<file path="src/rtl/uart_rx_pkg.sv">
package uart_rx_pkg;
  localparam int MAX_BITS = 8;
  localparam int IDX_W = $clog2(MAX_BITS);

  // Strobes from the sequencer to the datapath
  typedef struct packed {
    logic             clrShift;
    logic             capBit;
    logic [IDX_W-1:0] bitIdx;
    logic             capPar;
    logic             push;
    logic             stopSeen;
  } rxStrobes_t;

  typedef struct packed {
    logic                rb;
    logic                fe;
    logic                pe;
    logic [MAX_BITS-1:0] data;
  } rxEntry_t;
endpackage

</file>
<file path="src/rtl/uart_rx_ctrl.sv">
module uart_rx_ctrl
  import uart_rx_pkg::*;
#(
  parameter int OVS = 16
) (
  input  logic       clk,
  input  logic       rstN,
  input  logic       tick,
  input  logic       rxd,
  input  logic [1:0] dataBits,
  input  logic       parityEn,
  input  logic       dataZero,
  output rxStrobes_t stb
);
  localparam int CNT_W = $clog2(OVS);
  localparam logic [CNT_W-1:0] FULL_LAST = CNT_W'(OVS - 1);
  localparam logic [CNT_W-1:0] HALF_LAST = CNT_W'(OVS / 2 - 1);

  typedef enum logic [2:0] {IDLE, START, DATA, PARITY, STOP, BRKWAIT} rxState_t;

  rxState_t state, nState;
  logic [CNT_W-1:0] cnt, nCnt;
  logic [IDX_W-1:0] bitIdx, nIdx;
  logic [IDX_W-1:0] lastIdx;

  assign lastIdx = IDX_W'(dataBits) + IDX_W'(4);

  always_comb begin
    stb    = '0;
    nState = state;
    nCnt   = cnt;
    nIdx   = bitIdx;
    if (tick) begin
      unique case (state)
        IDLE: if (!rxd) begin
          nState       = START;
          nCnt         = '0;
          stb.clrShift = 1'b1;
        end
        START: if (cnt == HALF_LAST) begin
          nCnt   = '0;
          nIdx   = '0;
          nState = rxd ? IDLE : DATA;
        end else nCnt = cnt + 1'b1;
        DATA: if (cnt == FULL_LAST) begin
          stb.capBit = 1'b1;
          stb.bitIdx = bitIdx;
          nCnt       = '0;
          if (bitIdx == lastIdx) nState = parityEn ? PARITY : STOP;
          else nIdx = bitIdx + 1'b1;
        end else nCnt = cnt + 1'b1;
        PARITY: if (cnt == FULL_LAST) begin
          stb.capPar = 1'b1;
          nCnt       = '0;
          nState     = STOP;
        end else nCnt = cnt + 1'b1;
        STOP: if (cnt == FULL_LAST) begin
          stb.push     = 1'b1;
          stb.stopSeen = rxd;
          nCnt         = '0;
          nState       = (!rxd && dataZero) ? BRKWAIT : IDLE;
        end else nCnt = cnt + 1'b1;
        BRKWAIT: if (!rxd) nCnt = '0;
        else if (cnt == HALF_LAST) nState = IDLE;
        else nCnt = cnt + 1'b1;
        default: nState = IDLE;
      endcase
    end
  end

  always_ff @(posedge clk) begin
    if (!rstN) begin
      state  <= IDLE;
      cnt    <= '0;
      bitIdx <= '0;
    end else begin
      state  <= nState;
      cnt    <= nCnt;
      bitIdx <= nIdx;
    end
  end
endmodule

</file>
<file path="src/rtl/uart_rx_dpath.sv">
module uart_rx_dpath
  import uart_rx_pkg::*;
#(
  parameter int DEPTH = 4
) (
  input  logic       clk,
  input  logic       rstN,
  input  logic       rxd,
  input  logic       parityEn,
  input  logic       parityOdd,
  input  logic       readStb,
  input  logic       clearOe,
  input  rxStrobes_t stb,
  output logic       dataZero,
  output rxEntry_t   headEntry,
  output logic       ffull,
  output logic       rxRdy,
  output logic       oe
);
  localparam int PTR_W = (DEPTH > 1) ? $clog2(DEPTH) : 1;
  localparam int CNT_W = $clog2(DEPTH + 1);
  localparam logic [PTR_W-1:0] PTR_LAST = PTR_W'(DEPTH - 1);

  logic [MAX_BITS-1:0] shreg;
  logic parBit;
  rxEntry_t mem [DEPTH];
  rxEntry_t newEntry;
  logic [PTR_W-1:0] wrPtr, rdPtr;
  logic [CNT_W-1:0] count;
  logic full, popEn, pushEn, ovf;

  always_ff @(posedge clk) begin
    if (!rstN) begin
      shreg  <= '0;
      parBit <= 1'b0;
    end else begin
      if (stb.clrShift) shreg <= '0;
      else if (stb.capBit) shreg[stb.bitIdx] <= rxd;
      if (stb.capPar) parBit <= rxd;
    end
  end

  assign dataZero = (shreg == '0);

  always_comb begin
    newEntry.data = shreg;
    newEntry.fe   = !stb.stopSeen;
    newEntry.rb   = !stb.stopSeen && dataZero;
    newEntry.pe   = parityEn && ((^shreg ^ parBit) != parityOdd);
  end

  assign full   = (count == CNT_W'(DEPTH));
  assign popEn  = readStb && (count != '0);
  assign pushEn = stb.push && (!full || popEn);
  assign ovf    = stb.push && full && !readStb;

  always_ff @(posedge clk) begin
    if (!rstN) begin
      wrPtr <= '0;
      rdPtr <= '0;
      count <= '0;
      oe    <= 1'b0;
      for (int i = 0; i < DEPTH; i++) mem[i] <= '0;
    end else begin
      if (pushEn) begin
        mem[wrPtr] <= newEntry;
        wrPtr      <= (wrPtr == PTR_LAST) ? '0 : wrPtr + 1'b1;
      end
      if (popEn) rdPtr <= (rdPtr == PTR_LAST) ? '0 : rdPtr + 1'b1;
      case ({pushEn, popEn})
        2'b10:   count <= count + 1'b1;
        2'b01:   count <= count - 1'b1;
        default: count <= count;
      endcase
      if (ovf) oe <= 1'b1;
      else if (clearOe) oe <= 1'b0;
    end
  end

  assign rxRdy     = (count != '0);
  assign ffull     = full;
  assign headEntry = rxRdy ? mem[rdPtr] : '0;
endmodule

</file>
<file path="src/rtl/uart_rx_break.sv">
module uart_rx_break
  import uart_rx_pkg::*;
#(
  parameter int FIFO_DEPTH = 4,
  parameter int OVERSAMPLE = 16
) (
  input  logic                clk,
  input  logic                rstN,
  input  logic                tick16,
  input  logic                rxd,
  input  logic [1:0]          dataBits,
  input  logic                parityEn,
  input  logic                parityOdd,
  input  logic                txEmpty,
  input  logic                txReady,
  input  logic                readStb,
  input  logic                clearOe,
  output logic [MAX_BITS-1:0] rxData,
  output logic [7:0]          status
);
  rxStrobes_t stb;
  rxEntry_t   head;
  logic dataZero, ffull, rxRdy, oe;

  uart_rx_ctrl #(.OVS(OVERSAMPLE)) ctrl_i (
    .clk(clk), .rstN(rstN), .tick(tick16), .rxd(rxd), .dataBits(dataBits),
    .parityEn(parityEn), .dataZero(dataZero), .stb(stb)
  );

  uart_rx_dpath #(.DEPTH(FIFO_DEPTH)) dpath_i (
    .clk(clk), .rstN(rstN), .rxd(rxd), .parityEn(parityEn), .parityOdd(parityOdd),
    .readStb(readStb), .clearOe(clearOe), .stb(stb), .dataZero(dataZero),
    .headEntry(head), .ffull(ffull), .rxRdy(rxRdy), .oe(oe)
  );

  assign rxData = head.data;
  assign status = {head.rb, head.fe, head.pe, oe, txEmpty, txReady, ffull, rxRdy};
endmodule

</file>
<file path="config.mk">
export PLATFORM = sky130hd
export DESIGN_NAME = uart_rx_break
export DESIGN_NICKNAME = d
export VERILOG_FILES = /design/src/rtl/uart_rx_pkg.sv /design/src/rtl/uart_rx_ctrl.sv /design/src/rtl/uart_rx_dpath.sv /design/src/rtl/uart_rx_break.sv
export SDC_FILE = /design/constraint.sdc
export NUM_CORES = 1
export LEC_CHECK = 0
export ABC_CLOCK_PERIOD_IN_PS = 2200
export CELL_PAD_IN_SITES_DETAIL_PLACEMENT = 1
export CELL_PAD_IN_SITES_GLOBAL_PLACEMENT = 2
export CORE_ASPECT_RATIO = 1.1
export CORE_MARGIN = 5
export CORE_UTILIZATION = 34
export DETAILED_ROUTE_END_ITERATION = 12
export GPL_TIMING_DRIVEN = 1
export HOLD_SLACK_MARGIN = 0.03
export MAX_ROUTING_LAYER = met4
export PLACE_DENSITY = 0.76
export SLEW_MARGIN = 25
export SYNTH_ARGS = -nofsm -noshare
export SYNTH_HDL_FRONTEND = slang
export SYNTH_SLANG_ARGS = --single-unit
</file>
<file path="constraint.sdc">
create_clock -name clk -period 2.2 [get_ports clk]
set_input_delay 0.22 -clock clk [delete_from_list [all_inputs] [get_ports clk]]
set_output_delay 0.22 -clock clk [all_outputs]
set_load 0.03 [all_outputs]
</file>
# [Yosys cells after proc, flatten, opt, wreduce, memory -nomap -nowiden]
# Memory sizes are Yosys's and may differ from the RTL's. A register that Yosys moved wholly into a read port is not among the register bits.
# Cells that the tools add are included.
[totals] memories=1 regBits=27 inputBits=12 ram_bits=44
[memory_table] name="dpath_i.mem" depth=4 word_bits=11 rd=1 rd_ports_with_merged_regs=1 wr=4 line_no="uart_rx_dpath.sv:26" text="rxEntry_t mem [DEPTH];"
[classes] n_lt_le_gt_ge=2 n_reduce_logical=27 muxes=48 n_addsub=7 eq_ne=24 bitwise=2
[ops] cell="3-bit 2-to-1 mux" n=12
[ops] cell="4-bit 2-to-1 mux" n=7
[ops] cell="11-bit 2-to-1 mux" n=2
[ops] cell="3-bit one-hot mux with 6 select lines" n=1
[ops] cell="2-bit 2-to-1 mux" n=8
[ops] cell="4-bit one-hot mux with 4 select lines" n=1
[ops] cell="1-bit 2-to-1 mux" n=12
[ops] cell="2-bit by 1-bit inequality test with 1-bit output, second input constant" n=6
[ops] cell="3-bit one-hot mux with 2 select lines" n=2
[ops] cell="11-bit OR reduction" n=1
[ops] cell="3-bit equality test, second input constant" n=3
[ops] cell="9-bit AND reduction" n=1
[ops] cell="8-bit bitwise mux" n=1
[ops] cell="1-bit logical AND" n=8
[ops] cell="8-bit logical NOT" n=1
[ops] cell="8-bit 2-to-1 mux" n=1
[ops] cell="8-bit parity" n=1
[ops] cell="3-bit by 1-bit adder with 3-bit output, second input constant" n=2
[ops] cell="2-bit equality test, second input constant" n=3
[ops] cell="3-bit by 2-bit equality test with 1-bit output, second input constant" n=2
[ops] cell="2-bit inequality test, second input constant" n=3
[ops] cell="2-bit nonzero test" n=3
[ops] cell="5-bit AND reduction" n=1
[ops] cell="2-bit by 1-bit adder with 2-bit output, second input constant" n=2
[ops] cell="other kinds (23)" n=26

# [Logic depth before layout (Yosys ltp)]
[depth] depth_word=10 mapped_depth=9

# [Cells and area by module]
# Synthesis repeated with hierarchy kept, for this count alone.
[unflattened] cells_unflattened=360 hier_area_um2=3980.1
[modules_own_cells] module="uart_rx_dpath" cells_each=253 area_each_um2=3135.5 instances=1
[modules_own_cells] module="uart_rx_ctrl" cells_each=102 area_each_um2=807.0 instances=1
[modules_own_cells] module="uart_rx_break" cells_each=5 area_each_um2=37.5 instances=1

# [Worst setup path before layout]
# Ideal clock, no wire load.
[synth_timing] path_kind="reg-to-reg" from="reg ctrl_i.cnt[0]" to="reg dpath_i.count[2]" synth_period_minus_slack_ns=2.387 stages_incl_launch_ff=10 t_arrival_ns=2.267 path_buffers=1 required_ns=2.080 slack_ns=-0.187 setup_ns=0.120 path_cell_list="dfxtp_1 > ha_1 > and4_1 > buf_4 > nand2_4 > nand2_1 > fa_1 > or3_1 > and3_1 > o31a_1"
[synth_between] elab_chain_len=7 elab_cells_between_ends=9 classes_between="3 x eq/ne; 4 x mux; 2 x reduce/logical"
[synth_rtl] item="from (decl)" line_no="uart_rx_ctrl.sv:22" text="logic [CNT_W-1:0] cnt, nCnt;"
[synth_rtl] item="from (signal assigned)" line_no="uart_rx_ctrl.sv:78" text="cnt <= nCnt;"
[synth_rtl] item="4-bit equality test *" line_no="uart_rx_ctrl.sv:57" text="STOP: if (cnt == FULL_LAST) begin"
[synth_rtl] item="2-bit 2-to-1 mux *" line_no="uart_rx_ctrl.sv:57"
[synth_rtl] item="2-bit 2-to-1 mux *" line_no="uart_rx_ctrl.sv:34" text="unique case (state)"
[synth_rtl] item="8-bit 2-to-1 mux *" line_no="uart_rx_ctrl.sv:33" text="if (tick) begin"
[synth_rtl] item="1-bit logical AND *" line_no="uart_rx_dpath.sv:54" text="assign pushEn = stb.push && (!full || popEn);"
[synth_rtl] item="2-bit by 1-bit equality test with 1-bit output / 2-bit equality test (equally long branches)" line_no="uart_rx_dpath.sv:70" text="case ({pushEn, popEn})"
[synth_rtl] item="3-bit one-hot mux with 2 select lines / 2-bit nonzero test (equally long branches)"
[synth_rtl] item="to (signal assigned)" line_no="uart_rx_dpath.sv:71" text="2'b10: count <= count + 1'b1;"
[synth_rtl] item="to (signal assigned)" line_no="uart_rx_dpath.sv:72" text="2'b01: count <= count - 1'b1;"
[synth_rtl] item="to (signal assigned)" line_no="uart_rx_dpath.sv:73" text="default: count <= count;"
[synth_rtl] item="to (decl)" line_no="uart_rx_dpath.sv:29" text="logic [CNT_W-1:0] count;"
# Mark *: on every way between the ends. The rest lies on a longest branch, timed or not.
# A chain may end at the register's enable or synchronous reset.

==> flow_metrics.env <==
export IMPL_postPlaceCellArea_sq_um=4318
export IMPL_synthesis_instances=361
export IMPL_clock_path_buffers=2
export IMPL_p_per_area_nw_per_um2=896.3
export IMPL_cts_buffer_count=9
export IMPL_worst_endpoint_required_ns=1.98
export IMPL_cpPeakStageDelay_ns=0.52
export IMPL_crit_type="flip-flop to output port"
export IMPL_worstSetupStartpointType="flip-flop"
export IMPL_global_route_wire_length_before_repair_mm=14.86
export IMPL_tightest_slew_ns=0.5312
export IMPL_ys_ff_latch=73
export IMPL_critical_path_top_delay_family="buffers and inverters"
export IMPL_final_antenna_net_count=0
export IMPL_largest_net_degree_at_the_start_of_global_routing=18
export IMPL_layout_nets=425
export IMPL_max_freq_mhz=468.8
export IMPL_synthToLayoutAreaGrowth_pct=24.20
export IMPL_h_tree_depth=3
export IMPL_static_leakage_power_nw=1.681
export IMPL_synth_edff_count=44
export IMPL_groute_usage_overall=0.1499
export IMPL_layout_worst_path_cycle_share=0.9695
export IMPL_power_ir_vdd_worst_uv=464.1
export IMPL_layout_cell_area_non_filler_sq_um=4617
export IMPL_antenna_diode_count=0
export IMPL_final_layout_size_suffix_gt1_frac=0.1760
export IMPL_via_per_inst=4.948
export IMPL_postSynth_asyncResetShare=0
export IMPL_drt_drc_violations_left=0
export IMPL_critical_path_n_buffers_inverters=2
export IMPL_die_area_sq_um=13130
export IMPL_syn_mean_instance_area_sq_um=10.30
export IMPL_totalWireLength_mm=8.768
export IMPL_floorplan_die_width_um=109.7
export IMPL_critical_path_arrival_ns=1.91
export IMPL_timing_critical_path_cells="buf_12 -> mux4_2 -> and2_1 -> dlygate4sd2_1"
export IMPL_drt_wirelength_per_cell_um=15.77
export IMPL_floorplan_initialDensity=0.3439
export IMPL_rsz0062_at_grt="no"
export IMPL_clock_insertion_delay_worst_skew_ns=0.33
export IMPL_post_place_cells=540
export IMPL_period_needed_ns=2.133
export IMPL_port_buffer_count=23
export IMPL_routabilityCongestion=0.7929
export IMPL_grt_overflow_total=0
export IMPL_post_placement_worst_setup_slack_ns=-0.1595
export IMPL_cts_sinks=73
export IMPL_fp_dieH_um=119.7
export IMPL_timing_final_max_slew_violations=0
export IMPL_drt_first_iter_violations=92
export IMPL_io_pins=28
export IMPL_vias=2751
export IMPL_post_synth_instance_area_sq_um=3717
export IMPL_worstHoldPathType="input pin to output port"
export IMPL_finalClockSkew_ns=0.007205
export IMPL_crit_path_top_delay_cell="sky130_fd_sc_hd__mux4_2"
export IMPL_post_synthesis_sequential_area_ratio=0.5116
export IMPL_final_hold_viol_count=0
export IMPL_outcome="finished clean"
export IMPL_vias_in_the_first_global_route=2934
export IMPL_synthesis_yosys_warnings=0
export IMPL_dp_hpwl_mm=6.361
export IMPL_fin_cells=556
export IMPL_endpoint_kind="output port"
export IMPL_drtPass1Iterations=4
export IMPL_synth_distinct_cells=49
export IMPL_clk_root_buffer_cell="sky130_fd_sc_hd__clkbuf_16"
export IMPL_antenna_found_initial=0
export IMPL_cts_tree="yes"
export IMPL_max_cap_viol_count=0
export IMPL_dominantRegCellSynth="sky130_fd_sc_hd__edfxtp_1"
export IMPL_cts_hold_fix_buffers=0
export IMPL_synth_fp_nets=382
export IMPL_worst_path_maximum_fanout=11
export IMPL_rows=40
export IMPL_maxSlewHeadroom=0.6429
export IMPL_setup_violations=0
export IMPL_clkTransAtPathRegs_ns=0.06
export IMPL_setup_slack_ns=0.06700
export IMPL_core_area_sq_um=10810
export IMPL_filler_cell_count=1250
## worst reg2reg max path, delay by kind of cell, from the launching register on
kind,cells,cell delay [ns]
AOI/OAI and AO/OA,1,0.28
and+or+nand+nor,5,0.88
adders and majority gates,2,0.53
DFF,1,0.33
## final timing paths
| path | startpoint | endpoint | slack [ns] | cells past startpoint |
|---|---|---|---|---|
| setup reg to reg | ctrl_i.cnt[1] | dpath_i.count[2] | 0.07 | 8 |
| hold / removal | txReady | status[2] | 0.44 | 0 |
| hold reg to reg | ctrl_i.cnt[1] | ctrl_i.cnt[1] | 0.48 | 2 |
| setup / recovery | flip-flop | rxData[7] | 0.07 | 4 |
## repair_timing
item | in CTS | in global routing
endpoints found under the hold margin | 0 | 0
gates resized for setup | 11 | 3
buffers inserted | 0 | 0
setup endpoints to repair | 11 | 1
## per-stage QoR
| step | total power [mW] | setup TNS, ns | utilization | hold slack (ns) |
|---|---|---|---|---|
| 2_1_floorplan | 2.336 | -0.07904 | - | 0.4008 |
| 3_3_place_gp | 2.745 | -0.3238 | 0.3994 | 0.4402 |
| 3_5_place_dp | 2.775 | -1.059 | 0.3994 | 0.4402 |
| 4_1_cts | 4.207 | 0 | 0.4264 | 0.4402 |
| 5_1_grt | 4.354 | 0 | 0.4271 | 0.4401 |
| 6_report | 4.138 | 0 | 0.4271 | 0.4400 |
## cell usage in the layout (no fill, tap or decap), types with 9 or more instances in the layout
cell / synthesis / layout
sky130_fd_sc_hd__edfxtp_1: 44 / 44
sky130_fd_sc_hd__inv_1: 20 / 20
sky130_fd_sc_hd__mux4_2: 11 / 11
sky130_fd_sc_hd__buf_4: 7 / 29
sky130_fd_sc_hd__dlygate4sd2_1: 0 / 11
sky130_fd_sc_hd__nand3_1: 11 / 11
sky130_fd_sc_hd__o21ai_0: 11 / 10
sky130_fd_sc_hd__a21oi_1: 13 / 13
sky130_fd_sc_hd__mux2i_1: 9 / 9
sky130_fd_sc_hd__and2_1: 14 / 14
sky130_fd_sc_hd__nand2_1: 26 / 26
sky130_fd_sc_hd__clkdlybuf4s50_1: 0 / 12
sky130_fd_sc_hd__dfxtp_1: 29 / 29
sky130_fd_sc_hd__clkbuf_16: 0 / 9
sky130_fd_sc_hd__nor2_1: 65 / 65
sky130_fd_sc_hd__nor3_1: 9 / 9
## power by group
group	internal [mW]	switching [mW]
sequential	1.52	0.0498
clock	0.889	0.596
combinational	0.473	0.605
total	2.89	1.25
## Yosys cell counts, types with 3 or more instances
library cell | number | area, sq um
sky130_fd_sc_hd__dfxtp_1 | 29 | 580.6
sky130_fd_sc_hd__mux2i_1 | 9 | 90.09
sky130_fd_sc_hd__buf_2 | 7 | 35.03
sky130_fd_sc_hd__edfxtp_1 | 44 | 1321
sky130_fd_sc_hd__or3_1 | 6 | 37.54
sky130_fd_sc_hd__nand2_1 | 26 | 97.59
sky130_fd_sc_hd__and2_1 | 14 | 87.58
sky130_fd_sc_hd__nor2b_1 | 3 | 18.77
sky130_fd_sc_hd__ha_1 | 8 | 100.1
sky130_fd_sc_hd__nor3_1 | 9 | 45.04
sky130_fd_sc_hd__inv_1 | 20 | 75.07
sky130_fd_sc_hd__buf_4 | 7 | 52.55
sky130_fd_sc_hd__a31oi_1 | 4 | 25.02
sky130_fd_sc_hd__o211ai_1 | 3 | 22.52
sky130_fd_sc_hd__a21oi_1 | 13 | 65.06
sky130_fd_sc_hd__xnor2_1 | 7 | 61.31
sky130_fd_sc_hd__o21ai_0 | 11 | 55.05
sky130_fd_sc_hd__mux4_2 | 11 | 247.7
sky130_fd_sc_hd__nand4_1 | 4 | 25.02
sky130_fd_sc_hd__nor2_1 | 65 | 244.0
sky130_fd_sc_hd__nand3_1 | 11 | 55.05
sky130_fd_sc_hd__nand3b_1 | 6 | 45.04
sky130_fd_sc_hd__nor3b_1 | 3 | 22.52
sky130_fd_sc_hd__clkbuf_1 | 10 | 37.54
## layout make-up
cell class | count | area (sq um) | area share
Sequential cell | 73 | 1902 | 0.4119
Multi-Input combinational cell | 242 | 1613 | 0.3493
Timing Repair Buffer | 57 | 534.3 | 0.1157
Clock buffer | 9 | 225.2 | 0.04878
Tap cell | 147 | 183.9 | 0.03984
Clock inverter | 7 | 80.08 | 0.01734
Inverter | 21 | 78.83 | 0.01707
## logic make-up (layout without fill, tap and decap cells)
| logic type | Yosys count | in the layout | share of synthesized area |
|---|---|---|---|
| buffers and inverters | 46 | 94 | 0.05789 |
| multiplexers | 20 | 20 | 0.09088 |
| AO/OA/AOI/OAI | 43 | 43 | 0.07102 |
| flip-flops | 73 | 73 | 0.5116 |
| adder cells (fa/ha/maj) | 9 | 9 | 0.03231 |
| XOR/XNOR | 9 | 9 | 0.02121 |
| AND/OR/NAND/NOR | 161 | 161 | 0.2151 |
## routing by layer
metal | part of all wire | global-route usage
met1 | 0.43 | 0.1770
met4 | 0.012 | 0.04209
met5 | 0 | -
met3 | 0.028 | 0.02743
met2 | 0.53 | 0.2595
## flip-flops by register name, indices dropped and copies added, names as in the netlist, named ones only
register        flops
dpath_i.shreg       8
ctrl_i.state        3
dpath_i.mem        44
ctrl_i.bitIdx       3
ctrl_i.cnt          4
dpath_i.oe          1
dpath_i.parBit      1
dpath_i.wrPtr       2
dpath_i.count       3
dpath_i.rdPtr       2
(Power assumes the default switching activity.)
